$ cat config.mk
export PLATFORM = sky130hd
export DESIGN_NAME = hilo_unit
export DESIGN_NICKNAME = d
export VERILOG_FILES = /design/src/rtl/hilo_pkg.sv /design/src/rtl/hilo_div.sv /design/src/rtl/hilo_mul.sv /design/src/rtl/hilo_hazard.sv /design/src/rtl/hilo_unit.sv
export SDC_FILE = /design/constraint.sdc
export NUM_CORES = 1
export LEC_CHECK = 0
export BUFFER_PORTS_ARGS = -buffer_cell sky130_fd_sc_hd__buf_4
export CORE_MARGIN = 5
export CORE_UTILIZATION = 61
export DETAILED_ROUTE_END_ITERATION = 7
export HOLD_SLACK_MARGIN = 0.1
export PLACE_DENSITY = 0.79
export SYNTH_ARGS = -nofsm -noshare
export SYNTH_HDL_FRONTEND = slang
export SYNTH_SLANG_ARGS = --single-unit
$ cat constraint.sdc
create_clock -name clk -period 3.8 [get_ports clk]
set_input_delay 0.95 -clock clk [delete_from_list [all_inputs] [get_ports clk]]
set_output_delay 0.95 -clock clk [all_outputs]
set_load 0.05 [all_outputs]
$ cat src/rtl/hilo_pkg.sv
package hilo_pkg;

    typedef enum logic [2:0] {
        OP_IDLE  = 3'd0,
        OP_MULU  = 3'd1,
        OP_DIVU  = 3'd2,
        OP_SETHI = 3'd3,
        OP_SETLO = 3'd4,
        OP_GETHI = 3'd5,
        OP_GETLO = 3'd6
    } hilo_op_e;

    typedef struct packed {
        logic pending;
        logic hi_undef;
        logic lo_undef;
    } hilo_flags_t;

    function automatic logic op_is_read(hilo_op_e op);
        return (op == OP_GETHI) || (op == OP_GETLO);
    endfunction

    function automatic logic op_is_write(hilo_op_e op);
        return (op == OP_MULU) || (op == OP_DIVU) ||
               (op == OP_SETHI) || (op == OP_SETLO);
    endfunction

endpackage

$ cat src/rtl/hilo_div.sv
module hilo_div #(
    parameter int W = 32
) (
    input  logic         clk,
    input  logic         rst,
    input  logic         start_i,
    input  logic [W-1:0] dividend_i,
    input  logic [W-1:0] divisor_i,
    output logic         busy_o,
    output logic         done_o,
    output logic         zero_o,
    output logic [W-1:0] quo_o,
    output logic [W-1:0] rem_o
);
    localparam int CW = $clog2(W + 1);
    localparam logic [CW-1:0] ITER = CW'(W);

    logic [CW-1:0] cnt_q;
    logic [W-1:0]  rem_q, quo_q, dvs_q;
    logic          zero_q;
    logic [W:0]    rem_sh, diff;
    logic          fits;

    // one restoring step: shift in next dividend bit, trial subtract
    always_comb begin
        rem_sh = {rem_q, quo_q[W-1]};
        diff   = rem_sh - {1'b0, dvs_q};
        fits   = ~diff[W];
        rem_o  = fits ? diff[W-1:0] : rem_sh[W-1:0];
        quo_o  = {quo_q[W-2:0], fits};
    end

    always_ff @(posedge clk) begin
        if (rst) begin
            cnt_q  <= '0;
            rem_q  <= '0;
            quo_q  <= '0;
            dvs_q  <= '0;
            zero_q <= 1'b0;
        end else if (start_i) begin
            cnt_q  <= ITER;
            rem_q  <= '0;
            quo_q  <= dividend_i;
            dvs_q  <= divisor_i;
            zero_q <= (divisor_i == '0);
        end else if (cnt_q != '0) begin
            cnt_q <= cnt_q - 1'b1;
            rem_q <= rem_o;
            quo_q <= quo_o;
        end
    end

    assign busy_o = (cnt_q != '0);
    assign done_o = (cnt_q == CW'(1));
    assign zero_o = zero_q;

endmodule

$ cat src/rtl/hilo_mul.sv
module hilo_mul #(
    parameter int W         = 32,
    parameter bit ITERATIVE = 1'b1
) (
    input  logic           clk,
    input  logic           rst,
    input  logic           start_i,
    input  logic [W-1:0]   a_i,
    input  logic [W-1:0]   b_i,
    output logic           busy_o,
    output logic           done_o,
    output logic [2*W-1:0] prod_o
);
    localparam int CW = $clog2(W + 1);

    generate
        if (ITERATIVE) begin : g_iter
            localparam logic [CW-1:0] ITER = CW'(W);
            logic [CW-1:0]  cnt_q;
            logic [2*W-1:0] acc_q;
            logic [W-1:0]   mcand_q;
            logic [W:0]     sum;

            // shift-add: add multiplicand to upper half when LSB set, shift right
            always_comb begin
                sum    = {1'b0, acc_q[2*W-1:W]} + (acc_q[0] ? {1'b0, mcand_q} : '0);
                prod_o = {sum, acc_q[W-1:1]};
            end

            always_ff @(posedge clk) begin
                if (rst) begin
                    cnt_q   <= '0;
                    acc_q   <= '0;
                    mcand_q <= '0;
                end else if (start_i) begin
                    cnt_q   <= ITER;
                    acc_q   <= {{W{1'b0}}, a_i};
                    mcand_q <= b_i;
                end else if (cnt_q != '0) begin
                    cnt_q <= cnt_q - 1'b1;
                    acc_q <= prod_o;
                end
            end

            assign busy_o = (cnt_q != '0);
            assign done_o = (cnt_q == CW'(1));
        end else begin : g_fast
            logic         run_q;
            logic [W-1:0] a_q, b_q;

            always_ff @(posedge clk) begin
                if (rst) begin
                    run_q <= 1'b0;
                    a_q   <= '0;
                    b_q   <= '0;
                end else begin
                    run_q <= start_i;
                    if (start_i) begin
                        a_q <= a_i;
                        b_q <= b_i;
                    end
                end
            end

            assign prod_o = {{W{1'b0}}, a_q} * {{W{1'b0}}, b_q};
            assign busy_o = run_q;
            assign done_o = run_q;
        end
    endgenerate

endmodule

$ cat src/rtl/hilo_hazard.sv
module hilo_hazard
    import hilo_pkg::*;
#(
    parameter bit LEGACY = 1'b1
) (
    input  logic     clk,
    input  logic     rst,
    input  logic     accept_i,
    input  hilo_op_e op_i,
    output logic     hazard_o
);
    // hist_q[0]: previous accepted issue was a read; hist_q[1]: the one before
    logic [1:0] hist_q;
    logic       hazard_q;

    always_ff @(posedge clk) begin
        if (rst) begin
            hist_q   <= '0;
            hazard_q <= 1'b0;
        end else begin
            hazard_q <= LEGACY && accept_i && op_is_write(op_i) && (|hist_q);
            if (accept_i)
                hist_q <= {hist_q[0], op_is_read(op_i)};
        end
    end

    assign hazard_o = hazard_q;

endmodule

$ cat src/rtl/hilo_unit.sv
module hilo_unit
    import hilo_pkg::*;
#(
    parameter int W             = 32,
    parameter bit LEGACY        = 1'b1,
    parameter bit MUL_ITERATIVE = 1'b1
) (
    input  logic         clk,
    input  logic         rst,
    input  logic         issue_i,
    input  logic [2:0]   op_i,
    input  logic [W-1:0] src_a_i,
    input  logic [W-1:0] src_b_i,
    output logic         busy_o,
    output logic         rd_valid_o,
    output logic [W-1:0] rd_data_o,
    output logic         rd_undef_o,
    output logic         hazard_o
);
    hilo_op_e       op;
    logic           accept;
    logic           mul_busy, mul_done, div_busy, div_done, div_zero;
    logic [2*W-1:0] prod;
    logic [W-1:0]   quo, rem;
    logic [W-1:0]   hi_q, lo_q;
    hilo_flags_t    flg_q;

    assign op     = hilo_op_e'(op_i);
    assign busy_o = mul_busy | div_busy;
    assign accept = issue_i & ~busy_o;

    hilo_mul #(.W(W), .ITERATIVE(MUL_ITERATIVE)) mul_i (
        .clk     (clk),
        .rst     (rst),
        .start_i (accept && op == OP_MULU),
        .a_i     (src_a_i),
        .b_i     (src_b_i),
        .busy_o  (mul_busy),
        .done_o  (mul_done),
        .prod_o  (prod)
    );

    hilo_div #(.W(W)) div_i (
        .clk        (clk),
        .rst        (rst),
        .start_i    (accept && op == OP_DIVU),
        .dividend_i (src_a_i),
        .divisor_i  (src_b_i),
        .busy_o     (div_busy),
        .done_o     (div_done),
        .zero_o     (div_zero),
        .quo_o      (quo),
        .rem_o      (rem)
    );

    hilo_hazard #(.LEGACY(LEGACY)) haz_i (
        .clk      (clk),
        .rst      (rst),
        .accept_i (accept),
        .op_i     (op),
        .hazard_o (hazard_o)
    );

    always_ff @(posedge clk) begin
        if (rst) begin
            hi_q       <= '0;
            lo_q       <= '0;
            flg_q      <= '0;
            rd_valid_o <= 1'b0;
            rd_data_o  <= '0;
            rd_undef_o <= 1'b0;
        end else begin
            rd_valid_o <= 1'b0;
            if (mul_done) begin
                {hi_q, lo_q}   <= prod;
                flg_q.hi_undef <= 1'b0;
                flg_q.lo_undef <= 1'b0;
                flg_q.pending  <= 1'b1;
            end else if (div_done) begin
                lo_q           <= quo;
                hi_q           <= rem;
                flg_q.hi_undef <= div_zero;
                flg_q.lo_undef <= div_zero;
                flg_q.pending  <= 1'b1;
            end else if (accept) begin
                case (op)
                    OP_SETHI: begin
                        hi_q           <= src_a_i;
                        flg_q.hi_undef <= 1'b0;
                        if (flg_q.pending) flg_q.lo_undef <= 1'b1;
                        flg_q.pending  <= 1'b0;
                    end
                    OP_SETLO: begin
                        lo_q           <= src_a_i;
                        flg_q.lo_undef <= 1'b0;
                        if (flg_q.pending) flg_q.hi_undef <= 1'b1;
                        flg_q.pending  <= 1'b0;
                    end
                    OP_GETHI: begin
                        rd_valid_o    <= 1'b1;
                        rd_data_o     <= hi_q;
                        rd_undef_o    <= flg_q.hi_undef;
                        flg_q.pending <= 1'b0;
                    end
                    OP_GETLO: begin
                        rd_valid_o    <= 1'b1;
                        rd_data_o     <= lo_q;
                        rd_undef_o    <= flg_q.lo_undef;
                        flg_q.pending <= 1'b0;
                    end
                    default: ;
                endcase
            end
        end
    end

endmodule

# Word-level counts from Yosys, hierarchy flattened
# Index checks and enable logic that the tools add are counted.
# classes
n_reduce_logical	33
n_bitwise	7
n_eq_ne	10
mux	27
n_addsub	4
# ops
cell	n
$mux W32	14
$pmux W32 S2	1
$add A32 B32 Y33	1
$sub A33 B32 Y33	1
$logic_not A32 Y1	1
$mux W6	4
$reduce_bool A3 Y1	5
$eq A6 B1 Y1 const B	2
$reduce_bool A6 Y1	2
$sub A6 B1 Y6 const B	2
$reduce_or A2 Y1	5
$eq A3 B3 Y1 const B	3
$mux W3	3
$reduce_bool A2 Y1	4
$reduce_or A4 Y1	2
$eq A3 B2 Y1 const B	2
$ne A3 B3 Y1 const B	2
$reduce_and A2 Y1	3
$reduce_and A3 Y1	2
$not A1 Y1	5
$logic_and A1 B1 Y1	4
$logic_or A1 B1 Y1	4
$pmux W2 S2	1
$reduce_and A4 Y1	1
5 further kinds	7
# totals
regBits	309
input_bits	70

# Depth between registers and ports, before layout
# depth
depth_word	7
ltp_mapped	15
mapped_depth_nobuf	13

# Hierarchy
# From an unflattened synthesis, not the netlist that was laid out.
# hier_totals
hier_cells	2362
area_unflattened_um2	19159.6
# modules_own_cells
module	cells_each	area_per_inst_um2	n_inst
hilo_div	873	6713.9	1
hilo_mul	859	6510.0	1
hilo_unit	616	5798.1	1
hilo_hazard	14	137.6	1

# Worst setup path before layout
# Ideal clock, no wire load.
# synth_path
kind	flip-flop to flip-flop
startpoint	reg mul_i.g_iter.acc_q[0]
endpoint	reg hi_q[29]
path_buffers	1
slack_ns	0.426
t_arrival_ns	3.256
stages_incl_launch_ff	15
path_cell_list	dfxtp_1 > clkbuf_1 > and2_1 > ha_1 > fa_1 > a211oi_1 > o21ai_0 > a21oi_1 > a21oi_1 > o21ai_1 > nand2_1 > a311oi_1 > o21ai_0 > xor2_1 > a32o_1
# synth_via
elab_chain_len	3
# synth_lines
element	line	text
start: declaration	hilo_mul.sv:20	logic [2*W-1:0] acc_q;
start signal: assignment	hilo_mul.sv:37	acc_q <= {{W{1'b0}}, a_i};
start signal: assignment	hilo_mul.sv:41	acc_q <= prod_o;
$mux W32	hilo_mul.sv:26	sum = {1'b0, acc_q[2*W-1:W]} + (acc_q[0] ? {1'b0, mcand_q} : '0);
$add A32 B32 Y33	hilo_mul.sv:26	
$mux W32	hilo_unit.sv:74	if (mul_done) begin
end signal: assignment	hilo_unit.sv:75	{hi_q, lo_q} <= prod;
end signal: assignment	hilo_unit.sv:81	hi_q <= rem;
end signal: assignment	hilo_unit.sv:88	hi_q <= src_a_i;
end: declaration	hilo_unit.sv:25	logic [W-1:0] hi_q, lo_q;
# Every way passes these cells.
# A chain may end at the register's enable or synchronous reset.

# Worst setup path after layout
# layout_path
startpoint	reg div_i.quo_q[31]
endpoint	reg hi_q[20]
# layout_via
elab_chain_len	4
# layout_lines
element	line	text
start: declaration	hilo_div.sv:19	logic [W-1:0] rem_q, quo_q, dvs_q;
start signal: assignment	hilo_div.sv:43	quo_q <= dividend_i;
start signal: assignment	hilo_div.sv:49	quo_q <= quo_o;
$sub A33 B32 Y33	hilo_div.sv:27	diff = rem_sh - {1'b0, dvs_q};
$mux W32	hilo_div.sv:29	rem_o = fits ? diff[W-1:0] : rem_sh[W-1:0];
$mux W32	hilo_unit.sv:79	end else if (div_done) begin
$mux W32	hilo_unit.sv:74	
# Every way passes these cells.

==> impl_metrics.tcl <==
set metrics [dict create \
    drc 0 \
    drt-total-wl_mm 52.7 \
    synth-seq-area-share_pct 37.4 \
    finalClockSkew_ps 20.0 \
    worstPathArrival_ps 4000 \
    start_util_pct 61.6 \
    path_clk_slew_ps 60 \
    critPathMaxFanout 13 \
    fmax_mhz 280 \
    status "complete, no violations" \
    p_per_area_nw_per_um2 809 \
    synth_top_area_cell "dfxtp_1" \
    die_area_um2 30500 \
    yosysTopAreaCellShare_pct 37.4 \
    finalInstanceArea_um2 18900 \
    routed-via-count 16300 \
    die_h_um 175 \
    ys_async_sr_fraction_pct 0 \
    cts_tree "built" \
    ff2ff_path_depth 15 \
    crit_type "flip-flop to flip-flop" \
    hold_buffers 0 \
    postSynthNetCount 2280 \
    worstSetupStartpointType "flip-flop" \
    dr.pass1.iters 6 \
    grt_pass1_wl_mm 82.5 \
    grt_max_degree 85 \
    synth_area_leaders "dfxtp_1 37%, nand2_1 11%, a21oi_1 8.2%, ha_1 5.1%, mux2i_1 4.3%" \
    synth_fa_ha_area_share_pct 5.38 \
    gp_congestion 0.987 \
    most-common-layout-cells "476 x nand2_1, 309 x dfxtp_1, 269 x a21oi_1" \
    synth-compound-area-share_pct 23.9 \
    synthMuxAreaShare_pct 4.29 \
    hold_viol 0 \
    synth_xor_area_share_pct 3.33 \
    crit_path_start "div_i.quo_q[31]" \
    drv_cap 0 \
    wl_met1_mm 22.0 \
    ys_types 72 \
    r2r-end "hi_q[20]" \
    drtIter0Drc 1751 \
    synth_top_family_by_area "compound AO/OA/AOI/OAI gates" \
    chipWidth_um 175 \
    hp-class "flip-flop to flip-flop" \
    finalCritPeriodShare_pct 94.0 \
    period_minus_slack_ps 3570 \
    tns_ps 0 \
    root_buffer "clkbuf_16" \
    dpl.hpwl_mm 36.9 \
    maxUsedRoutingLayer "met4" \
    hold_start "mul_i.g_iter.mcand_q[3]" \
    clock_latency_ps 540 \
    r2r_slack_ps 230 \
    nNetsFinal 2330 \
    track_usage_pct 33.1 \
    p_leak_uw 0.00750 \
    synth_edf_count 0 \
    fillCellCount 2249 \
    cts.path.max_buffers 3 \
    synth-warning-count 0 \
    antenna_found_initial 0 \
    synth-simple-area-share_pct 21.1 \
    cts-buffers-inserted 36 \
    pre_cts_slack_ps 85.9 \
    io_pins 106 \
    finalSetupViolations 0 \
    tightestPinTransition_ps 892 \
    critPathCaptureType "flip-flop" \
    ys_ff_latch 309 \
    syn_avg_cell_area_um2 7.74 \
    diodes 0 \
    ant_nets 0 \
    p_total_uw 15300 \
    rows 60 \
    port_buffers 105 \
    r2r-start "div_i.quo_q[31]" \
    met3_length_mm 3.96 \
    holdPathEnd "mul_i.g_iter.mcand_q[3]" \
    hold_slack_ps 446 \
    rsz0062_at_grt "no" \
    area.growth.synth_to_final_pct 14.2 \
    drv_slew 0 \
    clock-sinks 309 \
    slew_headroom_pct 40.5 \
    wl_per_cell_um 20.6 \
    via_per_inst 6.37 \
    core_um2 26900 \
    dr_wl_met2_mm 24.2 \
    netlist_instances 2140 \
    hold_depth 2 \
    overflow 0 \
    grt_pass1_vias 15200 \
    cts_max_level 2 \
    layout_commonest_cell "nand2_1" \
    synth.cell_area_um2 16600 \
    place_area_um2 17700 \
    irDropWorstVdd_uv 652 \
    worst_ep_required_time_ps 4230 \
    setup_ws_ps 229 \
    layout-drive-gt1-share_pct 10.8 \
    synth_ff_type "dfxtp_1" \
]
-- stage by stage --
step / util, % / cells
floorplan: - / 2140
global placement: 65.7 / 2491
detailed placement: 65.7 / 2491
CTS: 70.2 / 2556
global route: 70.4 / 2558
finish: 70.4 / 2558
-- metal layers --
layer,track usage [%],vias up
li1,-,7672
met1,44.4,7716
met2,53.7,752
met3,4.46,156
met4,14.5,0
met5,0,-
-- Yosys cell counts (all sizes together), types with 48 or more instances --
| cell type | number |
|---|---|
| nor2 | 136 |
| a22oi | 62 |
| ha | 68 |
| mux2i | 71 |
| dfxtp | 309 |
| nand3 | 66 |
| o21ai | 48 |
| clkbuf | 123 |
| inv | 51 |
| a21oi | 270 |
| nand2 | 476 |
| a211oi | 67 |
-- power by group --
group | internal, uW | switching [uW]
combinational | 2610 | 4850
clock | 2060 | 1440
sequential | 3840 | 483
-- cell type report --
class                      instances  area [um2]  share of cell area [%]
clock inverter                    12         151                   0.801
inverter                          52         195                    1.03
clock buffer                      53        1040                    5.53
timing repair buffer             156        1220                    6.44
tap                              341         427                    2.26
multi-input combinational       1635        9690                    51.2
sequential                       309        6190                    32.7
-- kinds of logic after synthesis --
group | Yosys count
simple gates | 814
compound gates | 617
flops | 309
buf+inv | 196
mux | 71
fa+ha+maj | 70
xor+xnor | 63
-- worst max-delay path by stage --
stage	depth (start not counted)	to	slack, ps
2_1_floorplan	14	hi_q[29]	430
5_1_grt	14	hi_q[29]	20
4_1_cts	14	hi_q[0]	50
3_5_place_dp	14	hi_q[0]	90
6_report	15	hi_q[20]	230
3_3_place_gp	14	hi_q[0]	200
-- state kept, by name, indices dropped and copies added (netlist names) --
register	flops
lo_q	32
rd_undef_o	1
rd_data_o	32
mul_i.g_iter.cnt_q	6
div_i.quo_q	32
div_i.dvs_q	32
mul_i.g_iter.mcand_q	32
hi_q	32
div_i.zero_o	1
haz_i.hist_q	2
div_i.cnt_q	6
haz_i.hazard_o	1
div_i.rem_q	32
rd_valid_o	1
mul_i.g_iter.acc_q	64
flg_q	3
-- timing repair --
| item | 4_1_cts | 5_1_grt |
|---|---|---|
| setup buffers | 0 | 1 |
| setup endpoints to repair | 0 | 35 |
| resized for setup | 0 | 5 |
-- critical path: stages (launching register included) --
cell       delay, ps
dfxtp_1          330
inv_1             60
ha_1             210
fa_1             470
nand2b_1         190
a21oi_2          180
o21a_2           220
o211ai_2         140
a211oi_4         330
nor2_1           140
o221ai_4         280
buf_4            180
clkbuf_16        170
mux2i_1          230
nand2_1           70
a32o_1           270
Power figures use the tool's default switching activity.
